<file path="src/rtl/cfg_i2c_pkg.sv">
package cfg_i2c_pkg;

  // Register pointers; the master addresses them by these values.
  localparam logic [7:0] PTR_CTL  = 8'h02;
  localparam logic [7:0] PTR_FREQ = 8'h08;
  localparam logic [7:0] PTR_ADDR = 8'h0D;
  localparam logic [7:0] PTR_SAVE = 8'h3F;

  // Fixed upper part of the 7-bit bus address.
  localparam logic [3:0] DEV_PREFIX = 4'b1011;

  // Factory values held by the backup model after power-on.
  localparam logic [7:0] CTL_FACTORY  = 8'hCD;
  localparam logic [3:0] FREQ_FACTORY = 4'h0;
  localparam logic       WC_FACTORY   = 1'b0;
  localparam logic [2:0] DEV_FACTORY  = 3'b000;

  // Save-pending mask bit positions.
  localparam int SLOT_CTL  = 0;
  localparam int SLOT_FREQ = 1;
  localparam int SLOT_ADDR = 2;
  localparam int NUM_SLOTS = 3;

  typedef struct packed {
    logic [7:0] ctl;
    logic [3:0] freq;
    logic       wc;
    logic [2:0] dev;
  } cfg_regs_t;

  typedef enum logic [3:0] {
    S_IDLE, S_DEV, S_DEV_ACK, S_REG, S_REG_ACK,
    S_DATA, S_DATA_ACK, S_TX, S_TX_ACK
  } eng_state_t;

endpackage

</file>
<file path="src/rtl/cfg_i2c_sense.sv">
module cfg_i2c_sense #(
  parameter int SYNC_STAGES = 2
) (
  input  logic clk,
  input  logic rst_n,
  input  logic scl_i,
  input  logic sda_i,
  output logic sda_s,
  output logic scl_rise,
  output logic scl_fall,
  output logic start_p,
  output logic stop_p
);

  localparam int STAGES = (SYNC_STAGES < 2) ? 2 : SYNC_STAGES;

  logic [STAGES-1:0] scl_pipe;
  logic [STAGES-1:0] sda_pipe;
  logic              scl_s;
  logic              scl_d;
  logic              sda_d;

  always_ff @(posedge clk) begin
    if (!rst_n) begin
      scl_pipe <= '1;
      sda_pipe <= '1;
      scl_d    <= 1'b1;
      sda_d    <= 1'b1;
    end else begin
      scl_pipe <= {scl_pipe[STAGES-2:0], scl_i};
      sda_pipe <= {sda_pipe[STAGES-2:0], sda_i};
      scl_d    <= scl_s;
      sda_d    <= sda_s;
    end
  end

  assign scl_s    = scl_pipe[STAGES-1];
  assign sda_s    = sda_pipe[STAGES-1];
  assign scl_rise = scl_s & ~scl_d;
  assign scl_fall = ~scl_s & scl_d;
  // SDA moving while SCL stays high marks the frame boundaries.
  assign start_p  = scl_s & scl_d & sda_d & ~sda_s;
  assign stop_p   = scl_s & scl_d & ~sda_d & sda_s;

endmodule

</file>
<file path="src/rtl/cfg_i2c_engine.sv">
module cfg_i2c_engine
  import cfg_i2c_pkg::*;
(
  input  logic       clk,
  input  logic       rst_n,
  input  logic       sda_s,
  input  logic       scl_rise,
  input  logic       scl_fall,
  input  logic       start_p,
  input  logic       stop_p,
  input  logic [2:0] dev_sel,
  input  logic       busy,
  input  logic [7:0] rd_data,
  output logic [7:0] reg_ptr,
  output logic       wr_en,
  output logic [7:0] wr_data,
  output logic       save_cmd,
  output logic       sda_pull
);

  localparam logic [3:0] BYTE_BITS = 4'd8;

  eng_state_t state;
  logic [3:0] bit_cnt;
  logic [7:0] shreg;
  logic [7:0] txsh;
  logic       ack_q;
  logic       rw_q;

  always_ff @(posedge clk) begin
    if (!rst_n) begin
      state    <= S_IDLE;
      bit_cnt  <= '0;
      shreg    <= '0;
      txsh     <= '1;
      ack_q    <= 1'b0;
      rw_q     <= 1'b0;
      reg_ptr  <= '0;
      wr_en    <= 1'b0;
      wr_data  <= '0;
      save_cmd <= 1'b0;
    end else begin
      wr_en    <= 1'b0;
      save_cmd <= 1'b0;
      if (start_p) begin
        state   <= S_DEV;
        bit_cnt <= '0;
        ack_q   <= 1'b0;
        txsh    <= '1;
      end else if (stop_p) begin
        state <= S_IDLE;
        ack_q <= 1'b0;
        txsh  <= '1;
      end else begin
        unique case (state)
          S_DEV, S_REG, S_DATA: begin
            if (scl_rise && bit_cnt != BYTE_BITS) begin
              shreg   <= {shreg[6:0], sda_s};
              bit_cnt <= bit_cnt + 4'd1;
            end else if (scl_fall && bit_cnt == BYTE_BITS) begin
              bit_cnt <= '0;
              if (state == S_DEV) begin
                if (shreg[7:1] == {DEV_PREFIX, dev_sel} && !busy) begin
                  ack_q <= 1'b1;
                  rw_q  <= shreg[0];
                  state <= S_DEV_ACK;
                end else begin
                  state <= S_IDLE;
                end
              end else if (state == S_REG) begin
                reg_ptr  <= shreg;
                save_cmd <= (shreg == PTR_SAVE);
                ack_q    <= 1'b1;
                state    <= S_REG_ACK;
              end else begin
                wr_en   <= 1'b1;
                wr_data <= shreg;
                ack_q   <= 1'b1;
                state   <= S_DATA_ACK;
              end
            end
          end
          S_DEV_ACK: begin
            if (scl_fall) begin
              ack_q <= 1'b0;
              if (rw_q) begin
                txsh  <= rd_data;
                state <= S_TX;
              end else begin
                state <= S_REG;
              end
            end
          end
          S_REG_ACK: begin
            if (scl_fall) begin
              ack_q <= 1'b0;
              state <= S_DATA;
            end
          end
          S_DATA_ACK: begin
            if (scl_fall) begin
              ack_q <= 1'b0;
              state <= S_IDLE;
            end
          end
          S_TX: begin
            if (scl_rise) begin
              bit_cnt <= bit_cnt + 4'd1;
            end else if (scl_fall) begin
              if (bit_cnt == BYTE_BITS) begin
                bit_cnt <= '0;
                txsh    <= '1;
                state   <= S_TX_ACK;
              end else begin
                txsh <= {txsh[6:0], 1'b1};
              end
            end
          end
          S_TX_ACK: begin
            if (scl_rise) state <= S_IDLE;
          end
          default: state <= S_IDLE;
        endcase
      end
    end
  end

  assign sda_pull = ack_q | ((state == S_TX) & ~txsh[7]);

endmodule

</file>
<file path="src/rtl/cfg_i2c_regfile.sv">
module cfg_i2c_regfile
  import cfg_i2c_pkg::*;
#(
  parameter int BUSY_TICKS = 2000
) (
  input  logic       clk,
  input  logic       rst_n,
  input  logic       por_n,
  input  logic       wr_en,
  input  logic [7:0] wr_addr,
  input  logic [7:0] wr_data,
  input  logic       save_cmd,
  input  logic       stop_p,
  input  logic [7:0] rd_addr,
  output logic [7:0] rd_data,
  output logic       busy,
  output cfg_regs_t  work
);

  localparam int CNT_W = $clog2(BUSY_TICKS + 1);
  localparam cfg_regs_t FACTORY = '{ctl: CTL_FACTORY, freq: FREQ_FACTORY,
                                    wc: WC_FACTORY, dev: DEV_FACTORY};

  cfg_regs_t              backup;
  logic [NUM_SLOTS-1:0]   pend;
  logic [CNT_W-1:0]       cnt;
  logic                   commit;

  assign commit = stop_p && (pend != '0);

  // Backup model: only power-on clears it; a committing stop copies
  // the pending slots from the working set.
  always_ff @(posedge clk) begin
    if (!por_n) begin
      backup <= FACTORY;
    end else if (commit) begin
      if (pend[SLOT_CTL])  backup.ctl  <= work.ctl;
      if (pend[SLOT_FREQ]) backup.freq <= work.freq;
      if (pend[SLOT_ADDR]) begin
        backup.wc  <= work.wc;
        backup.dev <= work.dev;
      end
    end
  end

  always_ff @(posedge clk) begin
    if (!rst_n) begin
      work <= backup;
    end else if (wr_en) begin
      case (wr_addr)
        PTR_CTL:  work.ctl  <= wr_data;
        PTR_FREQ: work.freq <= wr_data[3:0];
        PTR_ADDR: {work.wc, work.dev} <= wr_data[3:0];
        default:  ;
      endcase
    end
  end

  always_ff @(posedge clk) begin
    if (!rst_n) begin
      pend <= '0;
      cnt  <= '0;
    end else begin
      if (stop_p) begin
        pend <= '0;
      end else if (save_cmd) begin
        pend <= '1;
      end else if (wr_en) begin
        case (wr_addr)
          PTR_CTL:  pend[SLOT_CTL]  <= pend[SLOT_CTL]  | ~work.wc;
          PTR_FREQ: pend[SLOT_FREQ] <= pend[SLOT_FREQ] | ~work.wc;
          PTR_ADDR: pend[SLOT_ADDR] <= 1'b1;
          default:  ;
        endcase
      end
      if (commit) begin
        cnt <= CNT_W'(BUSY_TICKS);
      end else if (cnt != '0) begin
        cnt <= cnt - CNT_W'(1);
      end
    end
  end

  assign busy = (cnt != '0);

  always_comb begin
    case (rd_addr)
      PTR_CTL:  rd_data = work.ctl;
      PTR_FREQ: rd_data = {4'hF, work.freq};
      PTR_ADDR: rd_data = {4'hF, work.wc, work.dev};
      default:  rd_data = 8'hFF;
    endcase
  end

endmodule

</file>
<file path="src/rtl/cfg_i2c_slave.sv">
module cfg_i2c_slave
  import cfg_i2c_pkg::*;
#(
  parameter int BUSY_TICKS  = 2000,
  parameter int SYNC_STAGES = 2
) (
  input  logic       clk,
  input  logic       rst_n,
  input  logic       por_n,
  input  logic       scl_i,
  input  logic       sda_i,
  output logic       sda_pull,
  output logic [7:0] ctl_q,
  output logic [3:0] freq_q,
  output logic       wc_q,
  output logic [2:0] dev_q
);

  logic       sda_s;
  logic       scl_rise;
  logic       scl_fall;
  logic       start_p;
  logic       stop_p;
  logic       busy;
  logic [7:0] reg_ptr;
  logic       wr_en;
  logic [7:0] wr_data;
  logic       save_cmd;
  logic [7:0] rd_data;
  cfg_regs_t  work;

  cfg_i2c_sense #(.SYNC_STAGES(SYNC_STAGES)) u_sense (
    .clk      (clk),
    .rst_n    (rst_n),
    .scl_i    (scl_i),
    .sda_i    (sda_i),
    .sda_s    (sda_s),
    .scl_rise (scl_rise),
    .scl_fall (scl_fall),
    .start_p  (start_p),
    .stop_p   (stop_p)
  );

  cfg_i2c_engine u_engine (
    .clk      (clk),
    .rst_n    (rst_n),
    .sda_s    (sda_s),
    .scl_rise (scl_rise),
    .scl_fall (scl_fall),
    .start_p  (start_p),
    .stop_p   (stop_p),
    .dev_sel  (work.dev),
    .busy     (busy),
    .rd_data  (rd_data),
    .reg_ptr  (reg_ptr),
    .wr_en    (wr_en),
    .wr_data  (wr_data),
    .save_cmd (save_cmd),
    .sda_pull (sda_pull)
  );

  cfg_i2c_regfile #(.BUSY_TICKS(BUSY_TICKS)) u_regs (
    .clk      (clk),
    .rst_n    (rst_n),
    .por_n    (por_n),
    .wr_en    (wr_en),
    .wr_addr  (reg_ptr),
    .wr_data  (wr_data),
    .save_cmd (save_cmd),
    .stop_p   (stop_p),
    .rd_addr  (reg_ptr),
    .rd_data  (rd_data),
    .busy     (busy),
    .work     (work)
  );

  assign ctl_q  = work.ctl;
  assign freq_q = work.freq;
  assign wc_q   = work.wc;
  assign dev_q  = work.dev;

endmodule

</file>
<file path="config.mk">
export PLATFORM = sky130hd
export DESIGN_NAME = cfg_i2c_slave
export DESIGN_NICKNAME = d
export VERILOG_FILES = /design/src/rtl/cfg_i2c_pkg.sv /design/src/rtl/cfg_i2c_sense.sv /design/src/rtl/cfg_i2c_engine.sv /design/src/rtl/cfg_i2c_regfile.sv /design/src/rtl/cfg_i2c_slave.sv
export SDC_FILE = /design/constraint.sdc
export NUM_CORES = 1
export LEC_CHECK = 0
export ABC_AREA = 1
export BUFFER_PORTS_ARGS = -buffer_cell sky130_fd_sc_hd__buf_2
export CORE_AREA = 2 2 63 125
export DETAILED_ROUTE_END_ITERATION = 8
export DIE_AREA = 0 0 65 127
export PLACE_DENSITY = 0.77
export SLEW_MARGIN = 10
export SYNTH_ARGS = -nofsm -noshare
export SYNTH_HDL_FRONTEND = slang
export SYNTH_SLANG_ARGS = --single-unit
</file>
<file path="constraint.sdc">
create_clock -name clk -period 2.6 [get_ports clk]
set_input_delay 0.26 -clock clk [delete_from_list [all_inputs] [get_ports clk]]
set_output_delay 0.26 -clock clk [all_outputs]
set_load 0.01 [all_outputs]
</file>
Word-level counts from Yosys, hierarchy flattened
Index checks and enable logic that the tools add are counted.
- add/sub/neg operators: 2
- bitwise logic cells: 25
- reduce and logical (&&, ||, !) cells: 41
- equality and inequality tests: 43
- multiplexer cells: 48
- operator list (kind ; count):
    4-bit 2-to-1 mux ; 17
    8-bit 2-to-1 mux ; 6
    16-bit 2-to-1 mux ; 2
    4-bit by 2-bit != test with 1-bit output (second input constant) ; 7
    2-bit by 1-bit != test with 1-bit output (second input constant) ; 13
    4-bit one-hot mux with 6 select lines ; 1
    8-bit one-hot mux with 3 select lines ; 1
    11-bit 2-to-1 mux ; 2
    7-bit AND reduction ; 3
    2-bit AND reduction ; 9
    9-bit AND reduction ; 2
    4-bit by 3-bit == test with 1-bit output (second input constant) ; 4
    8-bit by 4-bit == test with 1-bit output (second input constant) ; 2
    8-bit one-hot mux with 2 select lines ; 1
    2-bit nonzero test ; 8
    5-bit AND reduction ; 3
    1-bit NOT ; 14
    1-bit 2-to-1 mux ; 11
    11-bit nonzero test ; 1
    11-bit by 1-bit subtractor with 11-bit output (second input constant) ; 1
    3-bit 2-to-1 mux ; 3
    3-bit by 1-bit != test with 1-bit output (second input constant) ; 3
    3-bit OR reduction ; 3
    1-bit AND ; 8
    other kinds (22) ; 34
- register bits after elaboration: 96
- output and inout port bits: 17

Longest topological paths before layout
Gate-level depths: netlist of the first run.
- word-level depth: 10
- mapped depth: 12

By module
Synthesis of the first run repeated with hierarchy kept, for this count alone.
- cells, all modules: 626
- area total of the unflattened synthesis: 4598.2 µm²
- by module, submodules not included (module ; times used ; cells each ; area each (µm²) ; seq. area each (µm²)):
    cfg_i2c_regfile ; 1 ; 295 ; 2208.4 ; 1081.0
    cfg_i2c_engine ; 1 ; 304 ; 2190.9 ; 880.8
    cfg_i2c_sense ; 1 ; 27 ; 198.9 ; 120.1

Worst setup path after synthesis of the first run
OpenSTA, ideal clock, no wires.
- kind: flip-flop to flip-flop
- from: register u_engine.reg_ptr[0]
- to: register u_regs.work[10] (netlist name)
- clock period less this slack: 1.886 ns
- setup slack: 0.714 ns
- setup time: 0.384 ns
- data required time: 2.216 ns
- data arrival time: 1.502 ns
- cell stages (with the launch flop): 6
- path through: dfxtp_1 -> inv_1 -> nand2_1 -> nor3_1 -> nand2_1 -> o21ai_0
- cells in the longest elaborated chain, start to end: 3
- RTL lines (element ; RTL line ; source):
    start, declared ; cfg_i2c_engine.sv:14 ; output logic [7:0] reg_ptr,
    start signal, assigned ; cfg_i2c_engine.sv:71 ; reg_ptr <= shreg;
    8-bit by 2-bit == test with 1-bit output ; cfg_i2c_regfile.sv:50 ; case (wr_addr)
    2-bit by 1-bit != test with 1-bit output (no line) ; -- ;
    2-bit AND reduction (no line) ; -- ;
Every way passes these cells.
A chain may end at the register's enable or synchronous reset.

Worst setup path in the final report of the first run
- from: register u_engine.bit_cnt[0]
- to: register u_engine.reg_ptr[0]
- cells in the longest elaborated chain, start to end: 4
- elaborated cells on any way between the ends: 6
- classes of those cells: eq/ne: 2; bitwise: 1; reduce/logical: 3
- RTL lines (element ; RTL line ; source):
    start, declared ; cfg_i2c_engine.sv:24 ; logic [3:0] bit_cnt;
    start signal, assigned ; cfg_i2c_engine.sv:59 ; bit_cnt <= bit_cnt + 4'd1;
    start signal, assigned ; cfg_i2c_engine.sv:108 ; bit_cnt <= bit_cnt + 4'd1;
    4-bit != test ; cfg_i2c_engine.sv:57 ; if (scl_rise && bit_cnt != BYTE_BITS) begin
    1-bit logical AND ; cfg_i2c_engine.sv:57 ;
    1-bit NOT (no line) ; -- ;
    7-bit AND reduction (no line) (*) ; -- ;
Every way passes the cells marked *; elsewhere a longest branch is shown, timed or not.

==> flow_summary.yaml, run 1 <==
status:
  run_status: "complete, no violations"
place:
  gp_congestion: 0.885
  io_buffers: 21
  dp_hpwl_um: 7780
final_layout:
  drive_gt1_share_pct: 13.7
  num_antenna_cells: 0
  nFillCells: 647
  nNetsFinal: 586
  area_growth_syn_to_layout_pct: 11.3
  final_util_pct: 66.7
critical_path:
  start_kind: "flip-flop"
  cp.required_ns: 2.83
  critical_path_class: "flip-flop to flip-flop"
  slowest_delay_ns: 0.55
  critPathArrivalTime_ns: 2.35
  crit_path_top_delay_cell: "nor2_1"
  cp_common_cell: "inv_1"
  crit_fanout: 12
  rr_worst_depth: 9
  end_kind: "flip-flop"
  worstPathCellList: "inv_1 > ha_1 > nand2_1 > nor2_4 > nand2_2 > nor2_1 > inv_1 > o21ai_0 > a21oi_1"
die:
  dieArea_um2: 8260
  ios: 22
  fp-row-count: 44
  fp.dieW_um: 65
  coreArea_um2: 7210
  initial_utilization_pct: 59.9
  die_y_um: 127
synthesis:
  yosysSeqAreaShare_pct: 48.2
  syn_inst: 554
  avgSynthCellArea_um2: 7.80
  synth_area_um2: 4320
  ys_ff_latch: 96
  synth.distinct_cells: 36
  ys_warn_count: 0
  syn-num-nets: 562
pwr:
  p_per_area_nw_per_um2: 724
  leakage_nw: 2.06
  ir_worst_vdd_v: 0.000600
clock_tree:
  cts_setup_buffers: 0
  numCtsBuffers: 9
  cts_resized: 0
  cts_buffer_depth: 2
  clk_root_buffer_cell: "clkbuf_16"
  cts_tree: "built"
  htree_levels: 3
  holdBufCountCts: 0
  clock-sinks: 96
  insertion_delay_ns: 0.34
  clk_pin_slew_ns: 0.07
timing:
  worst_pin_slew_ns: 0.660
  slew_headroom_pct: 55.9
  finalHoldViolCount: 0
  fin_tns_setup_ns: 0
  final.period_utilization_pct: 81.3
  min_period_ns: 2.11
  skew_ns: 0.00760
  setup_viol: 0
  timing.fmax_mhz: 473
  rsz0062_at_grt: "no"
  finalMaxSlewViolations: 0
global_routing:
  grt.overflow.total: 0
  grt_use_met2_pct: 50.6
  antenna_found_initial: 0
  grt_busiest_layer: "met2"
  grtUsageMet3_pct: 4.40
  grt_use_total_pct: 27.2
  grt_pass1_wl_um: 17200
  grt_pass1_vias: 3661
  met1_usage_pct: 27.8
  grt_max_degree: 49
routing:
  vias: 3784
  ant_nets: 0
  drt-initial-drc-count: 219
  drtPass1Iterations: 5
  vias_per_cell: 5.61
  drcViolationCount: 0
  wire_per_inst_um: 15.5
  wirelength_um: 10500
hold_path:
  hold_class: "primary input to flip-flop"
  hold_depth: 2
flow_run:
  drv_cap: 0
[metal layers]
metal / vias to the layer above / wire [um]
met5: - / 0
met4: 0 / 513
met3: 30 / 322
met2: 84 / 5730
met1: 1779 / 3910
li1: 1891 / -
[through the flow]
stage	hold WS [ns]	instance area, um2	instances	power [mW]	worst slack (ns)
2_1_floorplan	0.367	4320	554	2.06	0.714
3_3_place_gp	0.400	4510	659	2.15	0.662
3_5_place_dp	0.407	4510	659	2.18	0.480
4_1_cts	0.0914	4810	675	3.49	0.491
5_1_grt	0.100	4810	675	3.61	0.298
6_report	0.0954	4810	675	3.48	0.486
[sequential cells by signal, indices dropped and copies added, names as in the netlist]
register / flops
u_engine.ack_q: 1
u_engine.bit_cnt: 4
u_engine.reg_ptr: 8
u_engine.rw_q: 1
u_engine.save_cmd: 1
u_engine.shreg: 8
u_engine.state: 4
u_engine.txsh: 8
u_engine.wr_data: 8
u_engine.wr_en: 1
u_regs.backup: 16
u_regs.cnt: 11
u_regs.pend: 3
u_regs.work: 16
u_sense.scl_d: 1
u_sense.scl_pipe: 2
u_sense.sda_d: 1
u_sense.sda_pipe: 2
[cell usage in the layout, fill, tap and decap left out, types with 8 or more instances in the layout]
cell       count
dfxtp_1       80
edfxtp_1      16
nor2_1        33
o21ai_0       51
o21ai_1       12
nand3_1       40
clkbuf_16      9
nand2_1      105
nand2_2        8
nor3_1        16
a21oi_1       57
buf_2         21
inv_1         64
[logic make-up (layout without fill, tap and decap cells)]
| group | Yosys count | in the layout | share of synthesized area [%] |
|---|---|---|---|
| and+or+nand+nor | 237 | 237 | 26.7 |
| AOI/OAI and AO/OA | 132 | 132 | 16.0 |
| DFF | 96 | 96 | 48.2 |
| buffers and inverters | 82 | 111 | 7.47 |
| xor gates and xnor gates | 4 | 4 | 0.811 |
| adders and majority gates | 3 | 3 | 0.869 |
[critical path, delay by kind of cell, from the launching register on]
kind / cells / cell delay (ns)
AND/OR/NAND/NOR: 4 / 0.94
adder cells (fa/ha/maj): 1 / 0.13
buffers and inverters: 2 / 0.28
AO/OA/AOI/OAI: 2 / 0.30
flip-flops: 1 / 0.34
[cell type report]
class / instances / area (um2) / share of cell area [%]
sequential: 96 / 2080 / 43.3
multi-input combinational: 376 / 1920 / 39.8
inverter: 70 / 263 / 5.46
clock buffer: 11 / 243 / 5.05
timing repair buffer: 25 / 135 / 2.81
tap: 92 / 115 / 2.39
clock inverter: 5 / 55.1 / 1.14
[final timing paths]
path,to,slack [ns],startpoint
max,u_engine.reg_ptr[0]$_SDFFE_PN0P_,0.49,u_engine.bit_cnt[0]$_SDFFE_PP0P_
min,u_sense.scl_pipe[0]$_SDFF_PN1_,0.1,scl_i
max reg2reg,u_engine.reg_ptr[0]$_SDFFE_PN0P_,0.49,u_engine.bit_cnt[0]$_SDFFE_PP0P_
min reg2reg,u_sense.sda_pipe[1]$_SDFF_PN1_,0.42,u_sense.sda_pipe[0]$_SDFF_PN1_
[synth_stat cells, drive strengths merged]
master / n / share of area, %
a21oi: 57 / 6.6
nand2: 117 / 11
a22oi: 4 / 0.70
a31oi: 1 / 0.14
nor3: 18 / 2.5
nor2: 44 / 5.1
inv: 70 / 6.1
ha: 3 / 0.87
xnor2: 2 / 0.41
xor2: 2 / 0.41
dfxtp: 80 / 37
a211oi: 4 / 0.70
edfxtp: 16 / 11
o31ai: 1 / 0.17
o21ai: 63 / 7.3
buf: 7 / 0.96
clkbuf: 5 / 0.43
or2: 6 / 0.87
nand3: 42 / 5.1
nor4: 1 / 0.14
nor3b: 1 / 0.17
o21bai: 1 / 0.17
nand4: 8 / 1.5
o21a: 1 / 0.17
[where the power goes]
| part | internal [mW] | total (mW) | switching [mW] |
|---|---|---|---|
| logic | 0.176 | 0.512 | 0.336 |
| clock network | 0.773 | 1.33 | 0.556 |
| registers | 1.58 | 1.64 | 0.0587 |
(Power assumes the default switching activity.)
==> inputs of run 2 (changes only) <==
clock period = 1.95 ns   (was 2.6 ns; I/O delays follow)
==> run 2 against run 1 <==
Effect of this change:
- combinational power rose by 37%
- first-iteration DRC count rose by 15%
- maximum frequency rose by 19%
- final cell count up 1.0%
- register-to-register slack worse by 0.32 ns
- critical path depth shrank 2
- highest routed layer unchanged
==> flow_summary.yaml, run 2 (synthesized netlist as in run 1, its figures left out) <==
timing:
  finalHoldViolCount: 0
  setup_viol: 0
  skew_ns: 0.00710
  worst_pin_slew_ns: 0.440
  slew_headroom_pct: 70.6
  min_period_ns: 1.78
  fin_tns_setup_ns: 0
  finalMaxSlewViolations: 0
  timing.fmax_mhz: 561
  final.period_utilization_pct: 91.4
  rsz0062_at_grt: "no"
hold_path:
  min_to: "u_sense.scl_pipe[0]$_SDFF_PN1_"
  hold_depth: 2
  min-delay-start: "scl_i"
  hold_class: "primary input to flip-flop"
final_layout:
  nNetsFinal: 593
  layout_common_cells: "nand2_1, dfxtp_1, inv_1"
  nFillCells: 646
  num_antenna_cells: 0
  drive_gt1_share_pct: 15.1
  area_growth_syn_to_layout_pct: 12.9
  final_common_cell: "nand2_1"
  largestRegisters: "u_regs.backup x16, u_regs.work x16, u_regs.cnt x11"
clock_tree:
  clk_pin_slew_ns: 0.07
  numCtsBuffers: 9
  cts_resized: 0
  insertion_delay_ns: 0.35
  clk_root_buffer_cell: "clkbuf_16"
  cts_buffer_depth: 2
  holdBufCountCts: 0
  clock-sinks: 96
  htree_levels: 3
  cts_setup_buffers: 0
  cts_tree: "built"
routing:
  vias: 3844
  drt-initial-drc-count: 252
  drtPass1Iterations: 5
  vias_per_cell: 5.64
  wire_per_inst_um: 15.8
  drcViolationCount: 0
  wirelength_um: 10800
  ant_nets: 0
pwr:
  p_total_mw: 4.63
  ir_worst_vdd_v: 0.000863
  p_per_area_nw_per_um2: 948
  leakage_nw: 2.09
critical_path:
  worstPathCellList: "nand2_2 > nor3_4 > inv_2 > nor2_2 > nand2_1 > o21ai_0 > a21oi_1"
  end_kind: "flip-flop"
  crit_family: "simple AND/OR/NAND/NOR gates"
  start_kind: "flip-flop"
  critical_path_class: "flip-flop to flip-flop"
  path_buf_inv: 1
  crit_path_top_delay_cell: "dfxtp_1"
  slowest_delay_ns: 0.47
  path_depth: 7
  r2r-end: "u_regs.backup[6]$_SDFFE_PN0P_"
  timing.rr.start: "u_sense.scl_pipe[1]$_SDFF_PN1_"
  cp.required_ns: 2.17
  critPathArrivalTime_ns: 2.00
  rr_worst_depth: 7
  reg2reg_slack_ns: 0.17
  crit_fanout: 8
global_routing:
  grt_pass1_wl_um: 17900
  grt_max_degree: 29
  grt_use_total_pct: 28.6
  grt_pass1_vias: 3973
  antenna_found_initial: 0
  grt.overflow.total: 0
die:
  initial_utilization_pct: 59.9
  fp.dieW_um: 65
  dieArea_um2: 8260
  fp-row-count: 44
  coreArea_um2: 7210
  die_y_um: 127
  ios: 22
status:
  run_status: "complete, no violations"
place:
  io_buffers: 21
  dp_hpwl_um: 8150
  gp_congestion: 0.932
flow_run:
  drv_cap: 0
-- run 2: cell count changes in the layout (fill, tap and decap cells not counted) --
| cell | delta |
|---|---|
| buf_12 | +1 |
| nand2_1 | -1 |
| clkbuf_1 | -1 |
| inv_4 | -1 |
| nor2_2 | -1 |
| nor2_4 | +1 |
| nand2_2 | +1 |
| clkbuf_8 | -1 |
| buf_4 | +6 |
| clkinvlp_4 | +3 |
-- run 2: worst reg2reg max path, stage by stage, from the launching register on --
cell	delay [ns]
dfxtp_1	0.47
nand2_2	0.12
nor3_4	0.19
inv_2	0.09
nor2_2	0.24
nand2_1	0.24
o21ai_0	0.23
a21oi_1	0.08
-- run 2: metrics by stage --
| stage | cell area (um2) | utilization (%) | hold slack (ns) | setup slack [ns] | instances |
|---|---|---|---|---|---|
| detailed placement | 4580 | 63.4 | 0.384 | 0.201 | 666 |
| CTS | 4870 | 67.6 | 0.0262 | 0.186 | 682 |
| global route | 4880 | 67.7 | 0.0295 | 0.0431 | 682 |
| global placement | 4580 | 63.4 | 0.383 | 0.252 | 666 |
| finish | 4880 | 67.7 | 0.0296 | 0.167 | 682 |
| floorplan | 4320 | - | 0.302 | 0.0641 | 554 |
-- run 2: worst max-delay path by stage --
stage                                    end                        startpoint  slack (ns)
3_5_place_dp   u_regs.backup[6]$_SDFFE_PN0P_    u_sense.scl_pipe[1]$_SDFF_PN1_        0.20
5_1_grt           u_regs.cnt[5]$_SDFFE_PP0P_        u_regs.cnt[0]$_SDFFE_PP0P_        0.04
3_3_place_gp   u_regs.backup[4]$_SDFFE_PN0P_    u_sense.scl_pipe[1]$_SDFF_PN1_        0.25
4_1_cts        u_regs.backup[6]$_SDFFE_PN0P_    u_sense.scl_pipe[1]$_SDFF_PN1_        0.19
6_report       u_regs.backup[6]$_SDFFE_PN0P_    u_sense.scl_pipe[1]$_SDFF_PN1_        0.17
2_1_floorplan      u_regs.work[10]$_DFFE_PP_  u_engine.reg_ptr[0]$_SDFFE_PN0P_        0.06
-- run 2: final cells by class --
class,instances,area (um2),area share (%)
Inverter,70,263,5.38
Tap cell,92,115,2.36
Sequential cell,96,2080,42.7
Clock buffer,9,225,4.62
Timing Repair Buffer,32,200,4.10
Clock inverter,7,71.3,1.46
Multi-Input combinational cell,376,1920,39.4
-- run 2: power breakdown --
part	switching, mW	internal [mW]	leakage [nW]
Sequential	0.0754	2.11	0.811
Clock	0.746	0.992	0.138
Combinational	0.456	0.246	1.14
Total	1.28	3.35	2.09
-- run 2: metal layers --
metal / GRT usage, % / up-vias / share of wire [%]
li1: - / 1905 / -
met5: 0 / - / 0
met4: 18.9 / 0 / 5.2
met3: 4.84 / 36 / 3.2
met2: 52.6 / 102 / 56
met1: 28.3 / 1801 / 36
